===== src/rtl/xts_pkg.sv =====
package xts_pkg;

    localparam int          BYTE_W     = 8;
    localparam logic [6:0]  DEV_ADDR   = 7'b1101001;
    localparam logic [7:0]  TRIM_ADDR  = 8'h13;
    localparam logic [7:0]  TRIM_RESET = 8'h80;

    typedef enum logic [2:0] {
        ST_IDLE,
        ST_DEVADDR,
        ST_REGADDR,
        ST_DATA,
        ST_IGNORE
    } xts_state_e;

    // Bus events, one system clock wide, derived from the filtered lines.
    typedef struct packed {
        logic start;
        logic stop;
        logic rise;
        logic fall;
        logic sda;
    } xts_cond_t;

    function automatic logic is_write_to_us(input logic [BYTE_W-1:0] b);
        return b == {DEV_ADDR, 1'b0};
    endfunction

endpackage


===== src/rtl/xts_line_filter.sv =====
module xts_line_filter #(
    parameter int SYNC_STAGES = 2,
    parameter int TAPS        = 3
) (
    input  logic clk,
    input  logic rst,
    input  logic line_i,
    output logic line_o
);
    localparam int HALF = TAPS / 2;

    logic [SYNC_STAGES-1:0] sync_q;
    logic [TAPS-1:0]        hist_q;
    logic                   filt_q;

    always_ff @(posedge clk) begin
        if (rst) begin
            sync_q <= '1;
            hist_q <= '1;
            filt_q <= 1'b1;
        end else begin
            sync_q <= {sync_q[SYNC_STAGES-2:0], line_i};
            hist_q <= {hist_q[TAPS-2:0], sync_q[SYNC_STAGES-1]};
            filt_q <= ($countones(hist_q) > HALF);
        end
    end

    assign line_o = filt_q;
endmodule


===== src/rtl/xts_cond_detect.sv =====
module xts_cond_detect
    import xts_pkg::*;
(
    input  logic      clk,
    input  logic      rst,
    input  logic      scl_f,
    input  logic      sda_f,
    output xts_cond_t cond
);
    logic scl_q, sda_q;

    always_ff @(posedge clk) begin
        if (rst) begin
            scl_q <= 1'b1;
            sda_q <= 1'b1;
        end else begin
            scl_q <= scl_f;
            sda_q <= sda_f;
        end
    end

    always_comb begin
        cond.start = scl_q & scl_f & sda_q & ~sda_f;
        cond.stop  = scl_q & scl_f & ~sda_q & sda_f;
        cond.rise  = ~scl_q & scl_f;
        cond.fall  = scl_q & ~scl_f;
        cond.sda   = sda_f;
    end
endmodule


===== src/rtl/xts_byte_engine.sv =====
module xts_byte_engine
    import xts_pkg::*;
(
    input  logic              clk,
    input  logic              rst,
    input  xts_cond_t         cond,
    output logic              sda_oe,
    output logic [BYTE_W-1:0] trim_o
);
    localparam int               CNT_W    = $clog2(BYTE_W);
    localparam logic [CNT_W-1:0] CNT_LAST = CNT_W'(BYTE_W - 1);

    xts_state_e        state;
    logic [BYTE_W-1:0] shift_q;
    logic [BYTE_W-1:0] ptr_q;
    logic [CNT_W-1:0]  cnt_q;
    logic              byte_full;
    logic              ack_phase;
    logic              active;

    assign active = (state == ST_DEVADDR) || (state == ST_REGADDR) || (state == ST_DATA);

    always_ff @(posedge clk) begin
        if (rst) begin
            state     <= ST_IDLE;
            shift_q   <= '0;
            ptr_q     <= '0;
            cnt_q     <= '0;
            byte_full <= 1'b0;
            ack_phase <= 1'b0;
            sda_oe    <= 1'b0;
            trim_o    <= TRIM_RESET;
        end else if (cond.start || cond.stop) begin
            state     <= cond.start ? ST_DEVADDR : ST_IDLE;
            cnt_q     <= '0;
            byte_full <= 1'b0;
            ack_phase <= 1'b0;
            sda_oe    <= 1'b0;
        end else if (cond.rise) begin
            if (active && !ack_phase && !byte_full) begin
                shift_q <= {shift_q[BYTE_W-2:0], cond.sda};
                if (cnt_q == CNT_LAST) begin
                    cnt_q     <= '0;
                    byte_full <= 1'b1;
                end else begin
                    cnt_q <= cnt_q + 1'b1;
                end
            end
        end else if (cond.fall) begin
            if (ack_phase) begin
                ack_phase <= 1'b0;
                sda_oe    <= 1'b0;
            end else if (byte_full) begin
                byte_full <= 1'b0;
                case (state)
                    ST_DEVADDR: begin
                        if (is_write_to_us(shift_q)) begin
                            state     <= ST_REGADDR;
                            ack_phase <= 1'b1;
                            sda_oe    <= 1'b1;
                        end else begin
                            state <= ST_IGNORE;
                        end
                    end
                    ST_REGADDR: begin
                        ptr_q     <= shift_q;
                        state     <= ST_DATA;
                        ack_phase <= 1'b1;
                        sda_oe    <= 1'b1;
                    end
                    ST_DATA: begin
                        if (ptr_q == TRIM_ADDR) trim_o <= shift_q;
                        ptr_q     <= ptr_q + 1'b1;
                        ack_phase <= 1'b1;
                        sda_oe    <= 1'b1;
                    end
                    default: ;
                endcase
            end
        end
    end
endmodule


===== src/rtl/xo_trim_slave.sv =====
module xo_trim_slave
    import xts_pkg::*;
#(
    parameter int SYNC_STAGES = 2,
    parameter int FILT_TAPS   = 3
) (
    input  logic              clk,
    input  logic              rst,
    input  logic              scl_i,
    input  logic              sda_i,
    output logic              sda_oe,
    output logic [BYTE_W-1:0] trim_o
);
    localparam int N_LINES = 2;

    logic [N_LINES-1:0] line_raw, line_filt;
    logic               scl_f, sda_f;
    xts_cond_t          cond;

    assign line_raw = {sda_i, scl_i};

    for (genvar g = 0; g < N_LINES; g++) begin : g_filt
        xts_line_filter #(
            .SYNC_STAGES(SYNC_STAGES),
            .TAPS       (FILT_TAPS)
        ) u_filt (
            .clk   (clk),
            .rst   (rst),
            .line_i(line_raw[g]),
            .line_o(line_filt[g])
        );
    end

    assign scl_f = line_filt[0];
    assign sda_f = line_filt[1];

    xts_cond_detect u_det (
        .clk  (clk),
        .rst  (rst),
        .scl_f(scl_f),
        .sda_f(sda_f),
        .cond (cond)
    );

    xts_byte_engine u_eng (
        .clk   (clk),
        .rst   (rst),
        .cond  (cond),
        .sda_oe(sda_oe),
        .trim_o(trim_o)
    );
endmodule


===== config.mk =====
export PLATFORM = sky130hd
export DESIGN_NAME = xo_trim_slave
export DESIGN_NICKNAME = d
export VERILOG_FILES = /design/src/rtl/xts_pkg.sv /design/src/rtl/xts_line_filter.sv /design/src/rtl/xts_cond_detect.sv /design/src/rtl/xts_byte_engine.sv /design/src/rtl/xo_trim_slave.sv
export SDC_FILE = /design/constraint.sdc
export NUM_CORES = 1
export LEC_CHECK = 0
export CAP_MARGIN = 0
export CORE_UTILIZATION = 55
export CTS_BUF_LIST = sky130_fd_sc_hd__clkbuf_8
export DETAILED_ROUTE_END_ITERATION = 10
export PLACE_DENSITY = 0.75
export SYNTH_ARGS = -nofsm -noshare
export SYNTH_HDL_FRONTEND = slang
export SYNTH_SLANG_ARGS = --single-unit

===== constraint.sdc =====
create_clock -name clk -period 2.15 [get_ports clk]
set_clock_uncertainty 0.05 [all_clocks]
set_input_delay 0.215 -clock clk [delete_from_list [all_inputs] [get_ports clk]]
set_output_delay 0.215 -clock clk [all_outputs]
set_load 0.01 [all_outputs]

== Word level (Yosys, flattened, before mapping) ==
Index checks and enable logic that the tools add are counted.
Storage, ports and cells
  flip-flop bits (word level): 47
  input bits: 4
  logic and storage cells: 97
  output and inout bits: 9
Cells by class
  mux-type cells: 23
  $lt $le $gt $ge: 2
  reduce and logical (&&, ||, !) cells: 24
  add/sub/neg operators: 6
  equality and inequality tests: 12
  bitwise operators: 14
Operators with widths (count)
  adder 32 x 1 -> 32 bit: 2
  greater-than comparator 32 x 2 -> 1 bit (second input constant): 2
  2-to-1 mux 3 bit: 7
  one-hot mux 8 bit (2 select lines): 1
  2-to-1 mux 1 bit: 12
  AND reduction 5 bit: 2
  nonzero test 2 bit: 5
  adder 8 x 1 -> 8 bit (second input constant): 1
  == test 8 x 5 -> 1 bit (second input constant): 1
  == test 8 bit (second input constant): 1
  bitwise AND 1 bit: 7
  inverter 1 bit: 7
  AND reduction 7 bit: 1
  == test 3 x 2 -> 1 bit (second input constant): 2
  inequality test 2 x 1 -> 1 bit (second input constant): 3
  one-hot mux 3 bit (2 select lines): 1
  AND reduction 6 bit: 1
  nonzero test 3 bit: 2
  adder 1 x 1 -> 2 bit: 2
  inequality test 2 bit (second input constant): 2
  one-hot mux 1 bit (2 select lines): 2
  AND reduction 2 bit: 2
  AND reduction 4 bit: 1
  OR reduction 2 bit: 2
  8 further kinds: 12

== Logic depth before layout (Yosys ltp) ==
Gate-level depths: netlist of the first run.
  depth after elaboration: 8
  gate-level depth with buffers: 6

== Cells and area by module ==
Synthesis of the first run repeated with hierarchy kept, for this count alone.
Second synthesis, totals
  cells, all modules: 216
  area, all modules: 2005.7 um2
By module, submodules not included
  xts_byte_engine: cells each 181, area an instance 1567.8 um2, sequential area each 660.6 um2, instances 1
  xts_line_filter: cells each 13, area an instance 172.7 um2, sequential area each 120.1 um2, instances 2
  xts_cond_detect: cells each 9, area an instance 92.6 um2, sequential area each 40.0 um2, instances 1

== Worst setup path after synthesis of the first run ==
OpenSTA, ideal clock, no wires.
  path type: flip-flop to flip-flop
  start point: register u_det.scl_q
  end point: register u_eng.ptr_q[7]
  required time: 2.030 ns
  arrival time: 1.746 ns
  stages on the path, launching flop included: 7
  path slack: 0.284 ns
  clock period less this slack: 1.866 ns
  path buffers: 0
  path through: dfxtp_1 inv_1 ha_1 nand4bb_1 a211oi_1 o21ai_0 a21oi_1
RTL lines
  start, declared: line xts_cond_detect.sv:10  | logic scl_q, sda_q;
  start signal, assigned: line xts_cond_detect.sv:17  | scl_q <= scl_f;
  end signal, assigned: line xts_byte_engine.sv:66  | ptr_q <= shift_q;
  end signal, assigned: line xts_byte_engine.sv:73  | ptr_q <= ptr_q + 1'b1;
  end, declared: line xts_byte_engine.sv:15  | logic [BYTE_W-1:0] ptr_q;

==> impl_metrics.tcl, run 1 <==
set metrics [dict create \
    drtAntennaViolNets 0 \
    tightest_slew_ns 0.476 \
    fmax_mhz 515 \
    cts_buffers 5 \
    initial_utilization 0.600 \
    die_w_um 63.5 \
    ioPinCount 13 \
    worstSetupStartpointType "flip-flop" \
    period_needed_ns 1.94 \
    hold_class "reg2reg" \
    layout.nets 255 \
    wl_per_cell_um 14.8 \
    areaGrowthSynthToFinish_pct 16.4 \
    ys_seq_elements 47 \
    antenna_found_initial 0 \
    cts_tree "yes" \
    h-tree-depth 2 \
    die_y_um 63.5 \
    wl_mm 4.29 \
    ys_seq_area_frac 0.452 \
    endpoint_kind "flip-flop" \
    ys_warn_count 0 \
    rsz0062_at_grt "no" \
    clock_sinks 47 \
    synth_edf_count 0 \
    ff2ff_setup_slack_ns 0.21 \
    drc 0 \
    gp_congestion 0.864 \
    syn_nets 236 \
    grt_pass1_wl_mm 7.58 \
    num_vias 1660 \
    syn_area_sq_mm 0.00208 \
    placementRows 21 \
    numPortBuffers 12 \
    drt_pass1_iterations 4 \
    slew_viol_final 0 \
    holdWs_ns 0.370 \
    worstPathArrival_ns 2.11 \
    outcome "completed" \
    path_max_fanout 9 \
    p_leak_nw 0.847 \
    grt_max_degree 32 \
    ys_types 42 \
    tns_ns 0 \
    grt_overflow 0 \
    period_share 0.903 \
    via_per_inst 5.72 \
    powerDensity_mw_per_mm2 655 \
    postCtsSetupBuffers 0 \
    cts_resized 0 \
    drtIter0Drc 100 \
    cts-root-buf "clkbuf_8" \
    clk_latency_ns 0.30 \
    setup_violations 0 \
    critical_path_class "reg2reg" \
    grt_usage 0.243 \
    synthArstFlopShare 0 \
    drive_above_1_share 0.143 \
    postCtsHoldBufs 0 \
    hpwl_mm 3.10 \
    coreArea_sq_mm 0.00347 \
    max-clock-path-buffers 2 \
    finalHoldViolCount 0 \
    maxCapViolCount 0 \
    synthFlopType "dfxtp_1" \
    diodes 0 \
    dieArea_sq_mm 0.00403 \
    timing.slew.headroom 0.682 \
    syn_avg_cell_area_sq_um 9.28 \
    irDropWorstVdd_mv 0.569 \
    final_core_util 0.698 \
    fillCellCount 265 \
    grt_pass1_vias 1568 \
    synthCells 224 \
    clk_pin_slew_ns 0.09 \
    crit_required_ns 2.32 \
]
path summary, 6_finish.rpt:
| check | start | endpoint | cells past startpoint |
|---|---|---|---|
| worst max-delay path | u_det.scl_q | u_eng.ptr_q[1] | 8 |
| worst min-delay path | g_filt[0].u_filt.sync_q[1] | g_filt[0].u_filt.hist_q[0] | 1 |
| worst min register to register | g_filt[0].u_filt.sync_q[1] | g_filt[0].u_filt.hist_q[0] | 1 |
| worst max register to register | u_det.scl_q | u_eng.ptr_q[1] | 8 |
synth_stat cells, drive strengths merged, types with 4 or more instances:
cell,n,area [sq um]
a21oi,17,85.1
and2,6,37.5
nor2,21,78.8
a211o,4,37.5
o21ai,22,110
nand3,13,65.1
inv,5,18.8
ha,8,100
mux2i,12,120
clkbuf,8,30.0
nor3,4,20.0
nand2,4,15.0
dfxtp,47,941
or2,13,81.3
logic make-up (layout without fill, tap and decap cells):
| kind of cell | after synthesis | in the layout | share of synthesized area |
|---|---|---|---|
| xor gates and xnor gates | 1 | 1 | 0.00782 |
| muxes | 12 | 12 | 0.0578 |
| and+or+nand+nor | 84 | 84 | 0.229 |
| AOI/OAI and AO/OA | 58 | 58 | 0.179 |
| buffers and inverters | 14 | 34 | 0.0253 |
| adders and majority gates | 8 | 8 | 0.0481 |
| DFF | 47 | 47 | 0.452 |
power breakdown:
group / internal [mW] / switching (mW) / total (mW) / leakage, nW
Combinational: 0.0204 / 0.0256 / 0.0460 / 0.408
Sequential: 0.877 / 0.00416 / 0.881 / 0.380
Clock: 0.352 / 0.306 / 0.658 / 0.0587
area by class of cell:
| type | instances | area [sq um] | area share |
|---|---|---|---|
| clock buffer | 5 | 68.8 | 0.0284 |
| sequential | 47 | 941 | 0.389 |
| clock inverter | 3 | 47.5 | 0.0196 |
| tap | 46 | 57.6 | 0.0238 |
| inverter | 5 | 18.8 | 0.00776 |
| timing repair buffer | 21 | 200 | 0.0827 |
| multi-input combinational | 163 | 1090 | 0.449 |
layout by cell type, fill, tap and decap left out, types with 8 or more instances in the layout:
master,count
clkdlybuf4s50_1,12
mux2i_1,12
dfxtp_1,47
ha_1,8
o21ai_0,22
or2_2,12
nor2_1,21
buf_4,8
a21oi_1,17
nand3_1,13
stage by stage:
stage / instance area, sq um / instances / worst slack (ns) / total power [mW]
final: 2420 / 290 / 0.209 / 1.59
after global routing: 2420 / 290 / 0.0405 / 1.65
after CTS: 2420 / 290 / 0.169 / 1.60
after detailed placement: 2300 / 282 / 0.237 / 0.948
after global placement: 2300 / 282 / 0.323 / 0.946
after floorplan: 2080 / 224 / 0.284 / 0.931
registers in the layout, indices dropped and copies added (netlist names), 2 cells and up:
register,flops
u_eng.cnt_q,3
g_filt.u_filt.hist_q,6
g_filt.u_filt.line_o,2
g_filt.u_filt.sync_q,4
u_eng.trim_o,8
u_eng.shift_q,8
u_eng.ptr_q,8
u_eng.state,3
critical path, cell delays in order (launching register included):
cell	delay, ns
dfxtp_1	0.36
inv_1	0.06
ha_1	0.24
nand4bb_1	0.24
buf_4	0.18
a211oi_1	0.26
buf_4	0.21
nor2_1	0.05
a211oi_1	0.21
per-layer routing:
metal	share of wire	vias to the layer above	GRT usage	wire length, um
li1	-	846	-	-
met1	0.47	781	0.319	2020
met5	0	-	0	0
met2	0.48	27	0.391	2050
met4	0.013	0	0.0710	57
met3	0.038	6	0.0634	162
Power figures use the tool's default switching activity.
==> run 2: changes to the inputs <==
- CORE_UTILIZATION: 55 -> 39
- PLACE_DENSITY: 0.75 -> not set
==> impl_metrics.tcl, run 2 (synthesis gave the netlist of run 1 again) <==
set metrics [dict create \
    diodes 0 \
    grt_usage 0.164 \
    powerDensity_mw_per_mm2 685 \
    r2r_start "u_det.scl_q" \
    layout.nets 256 \
    areaGrowthSynthToFinish_pct 18.4 \
    worstSetupStartpointType "flip-flop" \
    wl_mm 4.29 \
    clk_latency_ns 0.30 \
    p_leak_nw 0.857 \
    rr_worst_depth 6 \
    timing.slew.headroom 0.718 \
    irDropWorstVdd_mv 0.376 \
    critical_path.top_delay_family "simple AND/OR/NAND/NOR gates" \
    clock_sinks 47 \
    power_frac_comb 0.027 \
    endpoint_kind "flip-flop" \
    h-tree-depth 2 \
    gp_congestion 0.757 \
    numPortBuffers 12 \
    crit_required_ns 2.33 \
    slew_viol_final 0 \
    clk_pin_slew_ns 0.09 \
    top_regs "u_eng.ptr_q: 8 flops, u_eng.shift_q: 8 flops, u_eng.trim_o: 8 flops" \
    placementRows 26 \
    ioPinCount 13 \
    hold_class "reg2reg" \
    period_needed_ns 1.85 \
    die_y_um 75.0 \
    path_max_fanout 8 \
    cts_tree "yes" \
    cts_resized 0 \
    slowest_stage "a211o_2" \
    die_w_um 75.0 \
    crit_chain "inv_1 > ha_1 > nand4bb_1 > a211o_2 > or3_1 > a31oi_1" \
    finalHoldViolCount 0 \
    drtIter0Drc 136 \
    via_per_inst 5.29 \
    grt_max_degree 22 \
    worstPathArrival_ns 2.04 \
    critical_path_class "reg2reg" \
    max-clock-path-buffers 2 \
    crit_start "u_det.scl_q" \
    cts-root-buf "clkbuf_8" \
    holdWs_ns 0.366 \
    dieArea_sq_mm 0.00563 \
    rsz0062_at_grt "no" \
    antenna_found_initial 0 \
    intPower_mw 1.36 \
    drt_pass1_iterations 4 \
    final_common_cell "dfxtp_1" \
    maxCapViolCount 0 \
    cts_buffers 5 \
    power_frac_seq 0.523 \
    coreArea_sq_mm 0.00511 \
    drive_above_1_share 0.143 \
    tns_ns 0 \
    final_cell_mix "47 x dfxtp_1, 22 x o21ai_0, 21 x nor2_1" \
    path_buf_inv 1 \
    grt_overflow 0 \
    swShare 0.195 \
    postCtsSetupBuffers 0 \
    period_share 0.861 \
    postCtsHoldBufs 0 \
    crit_end "u_eng.ptr_q[0]" \
    outcome "completed" \
    p_clk_frac 0.450 \
    switching_power_mw 0.329 \
    tightest_slew_ns 0.422 \
    ff2ff_setup_slack_ns 0.30 \
    worst-path-stages 6 \
    fmax_mhz 540 \
    drtAntennaViolNets 0 \
    wl_per_cell_um 13.6 \
    rr_endpoint "u_eng.ptr_q[0]" \
    grt_pass1_vias 1447 \
    initial_utilization 0.407 \
    num_vias 1666 \
    hpwl_mm 2.95 \
    grt_pass1_wl_mm 6.96 \
    drc 0 \
    critPathMaxStageDelay_ns 0.40 \
    setup_violations 0 \
]
## run 2: worst min-delay path by stage
stage / slack [ns] / cells after the start / from / end
5_1_grt: 0.38 / 1 / g_filt[1].u_filt.sync_q[1] / g_filt[1].u_filt.hist_q[0]
3_5_place_dp: 0.34 / 1 / g_filt[1].u_filt.sync_q[1] / g_filt[1].u_filt.hist_q[0]
3_3_place_gp: 0.35 / 1 / g_filt[1].u_filt.sync_q[1] / g_filt[1].u_filt.hist_q[0]
4_1_cts: 0.37 / 1 / g_filt[1].u_filt.sync_q[1] / g_filt[1].u_filt.hist_q[0]
2_1_floorplan: 0.27 / 1 / scl_i / g_filt[0].u_filt.sync_q[0]
6_report: 0.37 / 1 / g_filt[1].u_filt.sync_q[1] / g_filt[1].u_filt.hist_q[0]
## run 2: layer usage
metal  share of wire  global-route usage  vias up  routed length, um
met5               0                   0        -                  0
met4          0.0019              0.0377        0                  8
met3           0.028              0.0442        2                121
met2            0.44               0.239       23               1870
met1            0.53               0.239      786               2290
li1                -                   -      855                  -
## run 2: power by group through the flow
stage	logic (mW)	clock network, mW	registers (mW)
finish	0.0457	0.758	0.881
global route	0.0503	0.807	0.883
CTS	0.0462	0.787	0.881
detailed placement	0.0458	0	0.902
global placement	0.0457	0	0.902
floorplan	0.0298	0	0.901
## run 2: per-stage QoR
step / total power, mW / area, sq um / cells / setup WS (ns) / util
5_1_grt: 1.74 / 2460 / 315 / 0.131 / 0.482
3_5_place_dp: 0.948 / 2330 / 307 / 0.322 / 0.456
3_3_place_gp: 0.947 / 2330 / 307 / 0.317 / 0.456
6_report: 1.69 / 2460 / 315 / 0.298 / 0.482
2_1_floorplan: 0.931 / 2080 / 224 / 0.284 / -
4_1_cts: 1.71 / 2460 / 315 / 0.302 / 0.482
## run 2: layout make-up
cell class	count	area [sq um]
Clock buffer	5	68.8
Clock inverter	3	63.8
Fill cell	516	2650
Inverter	5	18.8
Multi-Input combinational cell	163	1090
Sequential cell	47	941
Tap cell	70	87.6
Timing Repair Buffer	22	195
